`config.mk`:
```
export PLATFORM = sky130hd
export DESIGN_NAME = usb_fs_line_rx
export DESIGN_NICKNAME = d
export VERILOG_FILES = /design/src/rtl/usb_rx_pkg.sv /design/src/rtl/usb_rx_line_map.sv /design/src/rtl/usb_rx_dpll.sv /design/src/rtl/usb_rx_decoder.sv /design/src/rtl/usb_fs_line_rx.sv
export SDC_FILE = /design/constraint.sdc
export NUM_CORES = 1
export LEC_CHECK = 0
export BUFFER_PORTS_ARGS = -buffer_cell sky130_fd_sc_hd__buf_2
export CAP_MARGIN = 20
export CELL_PAD_IN_SITES_DETAIL_PLACEMENT = 1
export CELL_PAD_IN_SITES_GLOBAL_PLACEMENT = 1
export CORE_MARGIN = 2
export CORE_UTILIZATION = 41
export CTS_CLUSTER_DIAMETER = 60
export DETAILED_ROUTE_END_ITERATION = 10
export GPL_ROUTABILITY_DRIVEN = 0
export PLACE_DENSITY_LB_ADDON = 0.1
export SYNTH_ARGS = -nofsm -noshare
export SYNTH_HDL_FRONTEND = slang
export SYNTH_SLANG_ARGS = --single-unit
```
`constraint.sdc`:
```
create_clock -name clk_i -period 2.25 [get_ports clk_i]
set_clock_uncertainty 0.1 [all_clocks]
set_input_delay 0.45 -clock clk_i [delete_from_list [all_inputs] [get_ports clk_i]]
set_output_delay 0.45 -clock clk_i [all_outputs]
set_load 0.02 [all_outputs]
```
`src/rtl/usb_rx_pkg.sv`:
```
package usb_rx_pkg;
  typedef enum logic [1:0] {
    LS_SE0 = 2'd0,
    LS_J   = 2'd1,
    LS_K   = 2'd2,
    LS_SE1 = 2'd3
  } line_state_e;

  typedef enum logic {
    RX_SEARCH = 1'b0,
    RX_ACTIVE = 1'b1
  } rx_state_e;
endpackage

```
`src/rtl/usb_rx_line_map.sv`:
```
module usb_rx_line_map
  import usb_rx_pkg::*;
(
  input  logic        clk_i,
  input  logic        rst_ni,
  input  logic        dp_i,
  input  logic        dm_i,
  input  logic        low_speed_i,
  output line_state_e ls_o
);
  line_state_e ls_d, ls_q;

  always_comb begin
    unique case ({dp_i, dm_i})
      2'b00:   ls_d = LS_SE0;
      2'b11:   ls_d = LS_SE1;
      2'b10:   ls_d = low_speed_i ? LS_K : LS_J;
      default: ls_d = low_speed_i ? LS_J : LS_K;
    endcase
  end

  always_ff @(posedge clk_i or negedge rst_ni)
    if (!rst_ni) ls_q <= LS_J;
    else         ls_q <= ls_d;

  assign ls_o = ls_q;

  assert_se0_map_R2: assert property (@(posedge clk_i) disable iff (!rst_ni)
    (!dp_i && !dm_i) |=> ls_o == LS_SE0);
  assert_fs_j_map_R2: assert property (@(posedge clk_i) disable iff (!rst_ni)
    (dp_i && !dm_i && !low_speed_i) |=> ls_o == LS_J);
  assert_ls_j_map_R2: assert property (@(posedge clk_i) disable iff (!rst_ni)
    (!dp_i && dm_i && low_speed_i) |=> ls_o == LS_J);
endmodule

```
`src/rtl/usb_rx_dpll.sv`:
```
module usb_rx_dpll
  import usb_rx_pkg::*;
#(
  parameter int SAMPLES_PER_BIT = 4
) (
  input  logic        clk_i,
  input  logic        rst_ni,
  input  line_state_e ls_i,
  output logic        stb_o
);
  localparam int PW = (SAMPLES_PER_BIT > 2) ? $clog2(SAMPLES_PER_BIT) : 1;
  localparam logic [PW-1:0] PH_LAST = PW'(SAMPLES_PER_BIT - 1);
  localparam logic [PW-1:0] PH_STB  = PW'(SAMPLES_PER_BIT / 2);

  line_state_e   prev_q;
  logic [PW-1:0] phase_q;
  logic          trans;

  assign trans = (ls_i != prev_q);
  assign stb_o = !trans && (phase_q == PH_STB);

  always_ff @(posedge clk_i or negedge rst_ni) begin
    if (!rst_ni) begin
      prev_q  <= LS_J;
      phase_q <= '0;
    end else begin
      prev_q <= ls_i;
      if (trans)                  phase_q <= PW'(1);
      else if (phase_q == PH_LAST) phase_q <= '0;
      else                        phase_q <= phase_q + 1'b1;
    end
  end

  // decisions are at least three samples apart
  assert_stb_spacing_R3: assert property (@(posedge clk_i) disable iff (!rst_ni)
    stb_o |=> !stb_o ##1 !stb_o);
endmodule

```
`src/rtl/usb_rx_decoder.sv`:
```
module usb_rx_decoder
  import usb_rx_pkg::*;
#(
  parameter int SYNC_ZEROS = 4,
  parameter int STUFF_RUN  = 6
) (
  input  logic        clk_i,
  input  logic        rst_ni,
  input  logic        stb_i,
  input  line_state_e ls_i,
  output logic        bit_o,
  output logic        bit_valid_o,
  output logic        pkt_start_o,
  output logic        pkt_end_o,
  output logic        stuff_err_o,
  output logic        line_err_o
);
  localparam int ZW = $clog2(SYNC_ZEROS + 1);
  localparam int CW = $clog2(STUFF_RUN + 1);
  localparam logic [ZW-1:0] ZMAX = ZW'(SYNC_ZEROS);
  localparam logic [CW-1:0] OMAX = CW'(STUFF_RUN);

  rx_state_e     state_q;
  line_state_e   prev_q;
  logic [ZW-1:0] zeros_q;
  logic [CW-1:0] ones_q;
  logic          se0_q;
  logic          data_q, valid_q, start_q, end_q, stuff_q, lerr_q;
  logic          is_jk, same;

  assign is_jk = (ls_i == LS_J) || (ls_i == LS_K);
  assign same  = (ls_i == prev_q);

  always_ff @(posedge clk_i or negedge rst_ni) begin
    if (!rst_ni) begin
      state_q <= RX_SEARCH;
      prev_q  <= LS_J;
      zeros_q <= '0;
      ones_q  <= '0;
      se0_q   <= 1'b0;
      data_q  <= 1'b0;
      valid_q <= 1'b0;
      start_q <= 1'b0;
      end_q   <= 1'b0;
      stuff_q <= 1'b0;
      lerr_q  <= 1'b0;
    end else begin
      valid_q <= 1'b0;
      start_q <= 1'b0;
      end_q   <= 1'b0;
      stuff_q <= 1'b0;
      lerr_q  <= 1'b0;
      if (stb_i) begin
        unique case (state_q)
          RX_SEARCH: begin
            if (is_jk) begin
              prev_q <= ls_i;
              if (!same) begin
                if (zeros_q != ZMAX) zeros_q <= zeros_q + 1'b1;
              end else begin
                if (zeros_q == ZMAX) begin
                  start_q <= 1'b1;
                  state_q <= RX_ACTIVE;
                  ones_q  <= CW'(1);
                  se0_q   <= 1'b0;
                end
                zeros_q <= '0;
              end
            end else begin
              prev_q  <= LS_J;
              zeros_q <= '0;
            end
          end
          RX_ACTIVE: begin
            if (ls_i == LS_SE0) begin
              se0_q <= 1'b1;
            end else if (ls_i == LS_SE1) begin
              lerr_q  <= 1'b1;
              state_q <= RX_SEARCH;
              se0_q   <= 1'b0;
              prev_q  <= LS_J;
              zeros_q <= '0;
            end else if (se0_q) begin
              se0_q   <= 1'b0;
              state_q <= RX_SEARCH;
              zeros_q <= '0;
              prev_q  <= ls_i;
              if (ls_i == LS_J) end_q  <= 1'b1;
              else              lerr_q <= 1'b1;
            end else begin
              prev_q <= ls_i;
              if (ones_q == OMAX) begin
                ones_q <= '0;
                if (same) begin
                  stuff_q <= 1'b1;
                  state_q <= RX_SEARCH;
                  zeros_q <= '0;
                end
              end else begin
                valid_q <= 1'b1;
                data_q  <= same;
                ones_q  <= same ? ones_q + 1'b1 : '0;
              end
            end
          end
          default: state_q <= RX_SEARCH;
        endcase
      end
    end
  end

  assign bit_o       = data_q;
  assign bit_valid_o = valid_q;
  assign pkt_start_o = start_q;
  assign pkt_end_o   = end_q;
  assign stuff_err_o = stuff_q;
  assign line_err_o  = lerr_q;

  assert_valid_in_packet_R11: assert property (@(posedge clk_i) disable iff (!rst_ni)
    bit_valid_o |-> state_q == RX_ACTIVE);
  assert_pulses_exclusive_R11: assert property (@(posedge clk_i) disable iff (!rst_ni)
    $onehot0({bit_valid_o, pkt_start_o, pkt_end_o, stuff_err_o, line_err_o}));
  assert_ones_bound_R6: assert property (@(posedge clk_i) disable iff (!rst_ni)
    ones_q <= OMAX);
  assert_stuffed_dropped_R6: assert property (@(posedge clk_i) disable iff (!rst_ni)
    (stb_i && state_q == RX_ACTIVE && !se0_q && is_jk && ones_q == OMAX) |=> !bit_valid_o);
  assert_start_opens_R5: assert property (@(posedge clk_i) disable iff (!rst_ni)
    pkt_start_o |-> state_q == RX_ACTIVE);
  assert_end_closes_R8: assert property (@(posedge clk_i) disable iff (!rst_ni)
    pkt_end_o |-> state_q == RX_SEARCH);
  assert_stuff_abort_R7: assert property (@(posedge clk_i) disable iff (!rst_ni)
    stuff_err_o |-> state_q == RX_SEARCH);
endmodule

```
`src/rtl/usb_fs_line_rx.sv`:
```
module usb_fs_line_rx
  import usb_rx_pkg::*;
#(
  parameter int SAMPLES_PER_BIT = 4,
  parameter int SYNC_ZEROS      = 4,
  parameter int STUFF_RUN       = 6
) (
  input  logic clk_i,
  input  logic rst_ni,
  input  logic dp_i,
  input  logic dm_i,
  input  logic low_speed_i,
  output logic bit_o,
  output logic bit_valid_o,
  output logic pkt_start_o,
  output logic pkt_end_o,
  output logic stuff_err_o,
  output logic line_err_o
);
  line_state_e ls;
  logic        stb;

  usb_rx_line_map u_map (
    .clk_i       (clk_i),
    .rst_ni      (rst_ni),
    .dp_i        (dp_i),
    .dm_i        (dm_i),
    .low_speed_i (low_speed_i),
    .ls_o        (ls)
  );

  usb_rx_dpll #(.SAMPLES_PER_BIT(SAMPLES_PER_BIT)) u_dpll (
    .clk_i  (clk_i),
    .rst_ni (rst_ni),
    .ls_i   (ls),
    .stb_o  (stb)
  );

  usb_rx_decoder #(.SYNC_ZEROS(SYNC_ZEROS), .STUFF_RUN(STUFF_RUN)) u_dec (
    .clk_i       (clk_i),
    .rst_ni      (rst_ni),
    .stb_i       (stb),
    .ls_i        (ls),
    .bit_o       (bit_o),
    .bit_valid_o (bit_valid_o),
    .pkt_start_o (pkt_start_o),
    .pkt_end_o   (pkt_end_o),
    .stuff_err_o (stuff_err_o),
    .line_err_o  (line_err_o)
  );
endmodule

```
==> results by group, run 1 <==
Worst setup path
  – Crit Path Max Fanout: 4
  – Internal reg-to-reg setup slack: roughly 0.078 ns
  – Cell family with most CP delay: simple AND/OR/NAND/NOR gates
  – Setup Crit Path Kind: flop to flop
  – Slowest stage delay, CP: 0.55 ns
  – Crit-path cells: inv_2 -> ha_4 -> and4b_1 -> or3b_4 -> a21o_4 -> o21ai_1 -> o41ai_2
  – Worst Setup EP: u_dec.ones_q[2]
  – Critical Path AT: 2.27 ns
  – R2r startpoint: u_map.ls_o[0]
  – CP Buf/Inv Count: 1
  – Reg-to-reg endpoint: u_dec.ones_q[2]
  – Worst Path Required: 2.35 ns
  – Levels on crit path: 7
  – Critical path capture point type: flop
  – CP startpoint: u_map.ls_o[0]
  – Worst reg2reg path depth: 7
  – CP max-delay cell: dfstp_2
  – CP Launch Type: flop

Timing
  – Final critical-path share of the clock period: between 90% and 100%
  – Slew HR: 66.7%
  – Fin. max-slew vios: 0
  – Hold_ws: -0.0157 ns
  – Transition time of the tightest slew-check pin: just under 0.5 ns
  – # setup viols final: 0
  – Setup TNS: 0 ns
  – RSZ-0062 raised after global routing: false
  – Fin. Hold Viols: 19
  – Final min period: 2.17 ns
  – Max Freq: 0.460 GHz

GRT
  – GRT met1 Usage: 18.3%
  – Pin count of the biggest net entering global routing: 23
  – Initial antenna violation count: 0
  – Met2 Use GR: 24.4%
  – Total grt overflow: 0
  – First-pass GRT wire length: 3730 um
  – GRT Total Usage: 14.4%
  – Most used routing layer: met2
  – Vias in the first global route: roughly 890
  – M3 GR Usage: roughly 2.0%

Floorplan
  – IO Pins: 11
  – Die width: slightly below 60 um
  – Die Ht: between 50 and 60 um
  – Total core area: 2760 um^2
  – Initial core utilization: between 40% and 50%
  – Die ar.: 3380 um^2
  – Row cnt: 19

Logic synthesis
  – Syn Nets: roughly 120
  – Mapped Cells: 108
  – Mapped Area: 1200 um^2
  – Synth unique cells: 34
  – Register area share after synthesis: about 46%
  – Synthesis Warnings: 0
  – Yosys reg bits: 22
  – Synthesized area per cell: about 11 um^2

Power
  – LEAKAGE: 0.639 nW
  – Max VDD drop: 0.000426 V
  – PwrDens: 645 nW/um^2

Min path
  – Type of the most critical hold path: input pin to async pin

CTS
  – CTS Sinks: 22
  – Htree depth: 1
  – Worst skew pair latency: 0.31 ns
  – Clock transition at the registers of the reported paths: about 0.12 ns
  – CTS buffer count: 3
  – CTS tree: yes
  – Root Buffer: clkbuf_4
  – Max Root-Sink Buffers: 2

Final layout
  – Register area: 554 um^2
  – Ratio of cells with drive above 1 in the final layout: 31.5%
  – Nets: about 140
  – Most common cell after layout, fill and taps aside: dfrtp_1
  – Fill cells: 319
  – Area Growth Syn to Fin: 13.2%
  – Area of the multi-input gates: 612 um^2
  – Number of diodes: 0
  – Final instance area: 1360 um^2
  – Most frequent cells in the layout: dfrtp_1 (19), ha_1 (10), buf_2 (10)

Drt
  – DRT antenna net count: 0
  – Wirelength, routed: about 2200 um
  – Drt wl/cell: 14.5 um
  – DR vias/cell: 5.38
  – First DRT Iteration DRCs: 11
  – DRC errors left: 0
  – Via count: 834
  – Drt pass-1 iters: 4

Run status
  – Outcome: finished with violations
  – Failing checks: negative hold slack

Placed design
  – Placement Cell Area: 1310 um^2
  – Detailed Place HPWL: 1700 um
  – I/O Buffers: 10

Flow run
  – Max-Cap Viols: 0
## cells in the mapped netlist
library cell | count | area (um^2)
dfrtp_1 | 19 | 475
ha_1 | 11 | 138
o21ai_0 | 9 | 45.0
inv_1 | 8 | 30.0
nand2_1 | 7 | 26.3
nor2_1 | 6 | 22.5
mux2_2 | 5 | 56.3
xor2_1 | 4 | 35.0
dfstp_2 | 3 | 78.8
nand2b_1 | 3 | 18.8
nor3_1 | 3 | 15.0
o41ai_1 | 3 | 26.3
clkbuf_1 | 2 | 7.51
nor2_2 | 2 | 12.5
o21ai_1 | 2 | 10.0
o31ai_1 | 2 | 15.0
o41ai_2 | 2 | 32.5
a21boi_0 | 1 | 7.51
a21o_4 | 1 | 15.0
a21oi_1 | 1 | 5.00
a22oi_2 | 1 | 12.5
a41oi_1 | 1 | 8.76
and2_1 | 1 | 6.26
and3_1 | 1 | 6.26
and4b_1 | 1 | 10.0
buf_6 | 1 | 11.3
mux2_4 | 1 | 15.0
mux2i_1 | 1 | 10.0
nand3_1 | 1 | 5.00
nor2b_1 | 1 | 6.26
nor3_2 | 1 | 10.0
nor4_1 | 1 | 6.26
or3b_1 | 1 | 8.76
or3b_4 | 1 | 11.3
## registers in the layout, summed over array words and instances, names as in the netlist, 2 cells and up
signal and count:
u_dec.ones_q 3, u_dec.zeros_q 3, u_dec.prev_q 2, u_dpll.phase_q 2, u_dpll.prev_q 2, u_map.ls_o 2
## cells by family after synthesis
family / Yosys count / synth area share, %
AO/OA/AOI/OAI: 23 / 14.8
multiplexers: 7 / 6.78
adder cells (fa/ha/maj): 11 / 11.5
AND/OR/NAND/NOR: 30 / 13.8
flip-flops: 22 / 46.2
XOR/XNOR: 4 / 2.92
buffers and inverters: 11 / 4.07
## worst reg2reg max path: stages (launching register included)
cell and delay [ns]:
dfstp_2 0.55, inv_2 0.06, ha_4 0.26, and4b_1 0.19, or3b_4 0.40, a21o_4 0.24, o21ai_1 0.16, o41ai_2 0.09
## per-stage QoR
stage / cells / hold slack (ns) / util [%] / setup slack [ns] / total power, W
2_1_floorplan: 108 / 0.0544 / - / 0.0163 / 0.000597
3_3_place_gp: 151 / 0.339 / 47.5 / 0.0801 / 0.000662
3_5_place_dp: 151 / 0.351 / 47.5 / 0.0282 / 0.000664
4_1_cts: 155 / 0.00102 / 48.8 / 0.00577 / 0.000888
5_1_grt: 155 / 0.000404 / 49.3 / 0.00302 / 0.000936
6_report: 155 / -0.0157 / 49.3 / 0.0777 / 0.000876
## what timing repair did
action / 4_1_cts / 5_1_grt
setup buffers: 0 / 0
hold buffers: 0 / 0
hold endpoints to repair: 0 / 0
resized for setup: 0 / 2
setup endpoints to repair: 0 / 2
## report_power, final
group	total (W)	switching, W	internal, W
Sequential	0.000463	0.0000252	0.000438
Combinational	0.000196	0.000114	0.0000817
Clock	0.000217	0.000118	0.0000988
## layer usage
layer  wire length (um)  part of all wire, %
met1               1100                   49
met2               1030                   46
met3                 64                  2.9
met4                 39                  1.7
met5                  0                    0
## final cells by class
cell class	instances	area share, %
multi-input cells	75	45.0
flip-flops and latches	22	40.8
repair buffers	15	6.45
well taps	31	2.85
clock buffers	4	2.67
inverters	8	2.21
## how the worst min path moves through the flow
stage / startpoint / to / cells after the start
6_report: rst_ni / u_dec.bit_o / 1
5_1_grt: rst_ni / u_dpll.phase_q[0] / 1
4_1_cts: rst_ni / u_dec.bit_o / 1
3_5_place_dp: rst_ni / u_dpll.phase_q[0] / 1
3_3_place_gp: rst_ni / u_dpll.phase_q[0] / 1
2_1_floorplan: rst_ni / u_dec.bit_o / 0
Note: power is estimated with default switching activity, not from simulation.
==> inputs of run 2 (changes only) <==
CORE_UTILIZATION = 46   (was 41)
clock period = 2.15 ns   (was 2.25 ns; I/O delays follow)
==> results by group, run 2 (same netlist as run 1, synthesis figures left out) <==
GRT
  – Vias in the first global route: between 800 and 900
  – GRT Total Usage: 18.8%
  – First-pass GRT wire length: 3970 um
  – Pin count of the biggest net entering global routing: 23
  – Initial antenna violation count: 0
  – Total grt overflow: 0

Worst setup path
  – Critical Path AT: 2.22 ns
  – Slowest stage delay, CP: 0.58 ns
  – Setup Crit Path Kind: flop to flop
  – Crit-path cells: inv_4 -> ha_4 -> and4b_1 -> or3b_4 -> a21o_4 -> o21ai_2 -> o41ai_2
  – CP max-delay cell: dfstp_2
  – Internal reg-to-reg setup slack: 0.03 ns
  – Reg-to-reg endpoint: u_dec.ones_q[2]
  – Cell family with most CP delay: simple AND/OR/NAND/NOR gates
  – Levels on crit path: 7
  – Critical path capture point type: flop
  – Worst reg2reg path depth: 7
  – Crit Path Max Fanout: 4
  – CP Launch Type: flop
  – Worst Path Required: between 2 and 2.5 ns
  – CP Buf/Inv Count: 1
  – R2r startpoint: u_map.ls_o[0]

Timing
  – Setup TNS: 0 ns
  – Max Freq: 0.473 GHz
  – RSZ-0062 raised after global routing: true
  – Transition time of the tightest slew-check pin: 0.516 ns
  – Fin. Hold Viols: 0
  – Final critical-path share of the clock period: 98.4%
  – Slew HR: 65.2%
  – Hold_ws: 0.264 ns
  – Fin. max-slew vios: 0
  – # setup viols final: 0
  – Final min period: 2.12 ns

Final layout
  – Area Growth Syn to Fin: 19.8%
  – Number of diodes: 0
  – Largest regs: u_dec.ones_q (3), u_dec.zeros_q (3)
  – Post-Layout Cell Count: about 160
  – Ratio of cells with drive above 1 in the final layout: a little over a third
  – Most common cell after layout, fill and taps aside: dfrtp_1
  – Most frequent cells in the layout: dfrtp_1 (19), ha_1 (10), buf_2 (10)
  – Final Util: 58.0%
  – Nets: 146

Floorplan
  – Initial core utilization: 48.4%
  – Row cnt: 18
  – IO Pins: 11
  – Die ar.: 3030 um^2
  – Die Ht: roughly 55 um
  – Total core area: 2480 um^2
  – Die width: 55.1 um

CTS
  – Clock transition at the registers of the reported paths: between 0.1 and 0.15 ns
  – Htree depth: 1
  – CTS tree: yes
  – CTS Sinks: 22
  – CTS buffer count: 3
  – Root Buffer: clkbuf_4
  – Worst skew pair latency: 0.30 ns
  – Max Root-Sink Buffers: 2

Drt
  – DRC errors left: 0
  – First DRT Iteration DRCs: 6
  – Drt pass-1 iters: 4
  – Wirelength, routed: 2500 um
  – Via count: roughly 850
  – DR vias/cell: around 5.4
  – DRT antenna net count: 0
  – Drt wl/cell: 15.7 um

Flow run
  – Max-Cap Viols: 0

Min path
  – Hold Path Origin: dm_i
  – Worst hold path endpoint: u_map.ls_o[1]
  – Type of the most critical hold path: input pin to flop
  – Hold Crit Depth: 2

Run status
  – Outcome: completed

Power
  – LEAKAGE: 0.669 nW
  – Max VDD drop: 0.000439 V
  – PwrDens: 718 nW/um^2
  – Total power: 0.00103 W

Placed design
  – Post-Place Cells: approximately 150
  – I/O Buffers: 10
  – Detailed Place HPWL: around 1900 um
==> run 2: cell types whose count changed in the layout (fill, tap and decap cells not counted), sizes merged <==
cell,delta
dlygate4sd3,+1
clkbuf,-1
buf,+4
bufinv,+1
==> run 2: cell type report <==
class / instances / area, um^2
tap: 30 / 37.5
inverter: 8 / 32.5
sequential: 22 / 554
timing repair buffer: 20 / 128
multi-input combinational: 75 / 633
clock inverter: 1 / 30.0
clock buffer: 3 / 22.5
fill: 279 / 1040
==> run 2: stage by stage <==
step	area (um^2)	setup WS [ns]
global placement	1350	0.0661
floorplan	1220	-0.0245
finish	1440	0.0343
global route	1440	-0.0579
CTS	1410	-0.0266
detailed placement	1350	0.0165
==> run 2: how the worst max path moves through the flow <==
stage / startpoint / to
detailed placement: u_map.ls_o[0] / u_dec.ones_q[1]
CTS: u_map.ls_o[0] / u_dec.ones_q[1]
finish: u_map.ls_o[0] / u_dec.ones_q[2]
floorplan: u_map.ls_o[0] / u_dec.ones_q[1]
global route: u_map.ls_o[0] / u_dec.ones_q[2]
global placement: u_map.ls_o[0] / u_dec.ones_q[2]
==> run 2: what timing repair did <==
action | 4_1_cts | 5_1_grt
hold buffers | 1 | 0
pin swaps | 0 | 3
cloned | 0 | 0
setup buffers | 0 | 1
setup endpoints to repair | 2 | 6
endpoints found under the hold margin | 19 | 0
resized for setup | 0 | 4
==> run 2: layer usage <==
| metal | wire length, um | up-vias | track usage (%) |
|---|---|---|---|
| met3 | 71 | 2 | 2.42 |
| li1 | - | 416 | - |
| met2 | 1260 | 14 | 32.9 |
| met5 | 0 | - | 0 |
| met4 | 12 | 0 | 4.88 |
| met1 | 1150 | 421 | 24.3 |
==> run 2: power breakdown <==
group,switching [W],internal [W],leakage [nW]
Combinational,0.000128,0.0000939,0.355
Clock,0.000130,0.000188,0.0279
Sequential,0.0000330,0.000459,0.287
==> inputs of run 3 (changes only) <==
clock period = 2.4 ns   (was 2.15 ns; I/O delays follow)
==> results by group, run 3 (same netlist as run 1, synthesis figures left out) <==
Run status
  – Outcome: completed

Worst setup path
  – Worst Path Required: 2.52 ns
  – CP startpoint: u_map.ls_o[0]
  – R2r startpoint: u_map.ls_o[0]
  – Reg-to-reg endpoint: u_dec.ones_q[1]
  – Worst reg2reg path depth: 6
  – Internal reg-to-reg setup slack: between 0.15 and 0.2 ns
  – Setup Crit Path Kind: flop to flop
  – CP Launch Type: flop
  – Critical Path AT: between 2 and 2.5 ns
  – Crit Path Max Fanout: 4
  – Critical path capture point type: flop

Timing
  – Max Freq: roughly 0.45 GHz
  – Slew HR: between 60% and 70%
  – Fin. Hold Viols: 0
  – Transition time of the tightest slew-check pin: 0.508 ns
  – Final critical-path share of the clock period: 93.1%
  – # setup viols final: 0
  – Fin. max-slew vios: 0
  – Hold_ws: 0.0132 ns
  – Final min period: 2.23 ns
  – Setup TNS: 0 ns
  – RSZ-0062 raised after global routing: false

CTS
  – Worst skew pair latency: 0.30 ns
  – CTS Sinks: 22
  – Root Buffer: clkbuf_4
  – Cts hold-fix bufs: 0
  – CTS tree: yes
  – Max Root-Sink Buffers: 2
  – CTS buffer count: 3
  – Htree depth: 1
  – Clock transition at the registers of the reported paths: roughly 0.12 ns

Drt
  – DRC errors left: 0
  – Via count: 842
  – DR vias/cell: 5.54
  – Drt wl/cell: 14.5 um
  – Drt pass-1 iters: 4
  – First DRT Iteration DRCs: 2
  – Wirelength, routed: 2200 um
  – DRT antenna net count: 0

GRT
  – GRT Total Usage: 16.9%
  – Pin count of the biggest net entering global routing: 23
  – First-pass GRT wire length: 3660 um
  – Vias in the first global route: ~840
  – Total grt overflow: 0
  – Initial antenna violation count: 0

Final layout
  – Most common cell after layout, fill and taps aside: dfrtp_1
  – Largest regs: u_dec.ones_q (3), u_dec.zeros_q (3)
  – Most frequent cells in the layout: dfrtp_1 (19), ha_1 (11), buf_2 (10)
  – Post-Layout Cell Count: 152
  – Area Growth Syn to Fin: 10.8%
  – Ratio of cells with drive above 1 in the final layout: 28.7%
  – Number of diodes: 0
  – Final Util: 53.7%
  – Nets: 139

Floorplan
  – Die Ht: 55.1 um
  – Initial core utilization: 48.4%
  – Total core area: 2480 um^2
  – Die ar.: 3030 um^2
  – Row cnt: 18
  – IO Pins: 11
  – Die width: roughly 55 um

Min path
  – Type of the most critical hold path: input pin to async pin

Placed design
  – I/O Buffers: 10
  – Post-Place Cells: 148
  – Detailed Place HPWL: 1760 um

Power
  – Max VDD drop: 0.000458 V
  – LEAKAGE: 0.629 nW
  – PwrDens: around 610 nW/um^2

Flow run
  – Max-Cap Viols: 0
## run 3: cell count changes in the layout (fill, tap and decap cells not counted), sizes merged
cell,change
dlygate4sd3,-1
clkbuf,+1
bufinv,-1
buf,-6
## run 3: timing repair
action | 4_1_cts | 5_1_grt
gates resized for setup | 0 | 1
buffers inserted | 0 | 0
setup endpoints to repair | 0 | 1
## run 3: worst max path at each step
stage | to | slack (ns) | cells after the start
finish | u_dec.ones_q[1] | 0.17 | 6
global route | u_dec.ones_q[2] | 0.02 | 6
CTS | u_dec.ones_q[1] | 0.12 | 6
detailed placement | u_dec.ones_q[2] | 0.15 | 6
global placement | u_dec.ones_q[2] | 0.21 | 7
floorplan | u_dec.ones_q[2] | 0.15 | 7
## run 3: worst max-delay path, stage by stage, from the launching register on
cell	delay, ns
dfstp_2	0.55
inv_1	0.07
ha_1	0.31
and4b_1	0.20
or3b_4	0.41
a21o_4	0.25
o41ai_2	0.26
## run 3: layout make-up
type / instances / area, um^2
tap: 30 / 37.5
fill: 276 / 1150
sequential: 22 / 554
inverter: 8 / 30.0
timing repair buffer: 13 / 72.6
clock buffer: 4 / 36.3
multi-input combinational: 75 / 599
## run 3: routing by layer
metal	global-route usage (%)	part of all wire, %	up-vias
li1	-	-	405
met1	21.7	49	421
met2	28.2	48	12
met3	3.23	2.2	4
met4	6.10	1.1	0
met5	0	0	-
## run 3: stage by stage
step / worst slack [ns] / area [um^2] / total power (W)
2_1_floorplan: 0.145 / 1200 / 0.000558
3_3_place_gp: 0.208 / 1290 / 0.000608
3_5_place_dp: 0.150 / 1290 / 0.000615
4_1_cts: 0.123 / 1330 / 0.000818
5_1_grt: 0.0240 / 1330 / 0.000862
6_report: 0.166 / 1330 / 0.000808
## run 3: report_power, final
group	internal (W)	switching, W	leakage, nW
Combinational	0.0000649	0.000105	0.321
Sequential	0.000411	0.0000240	0.287
Clock	0.0000926	0.000110	0.0210
Total	0.000568	0.000240	0.629
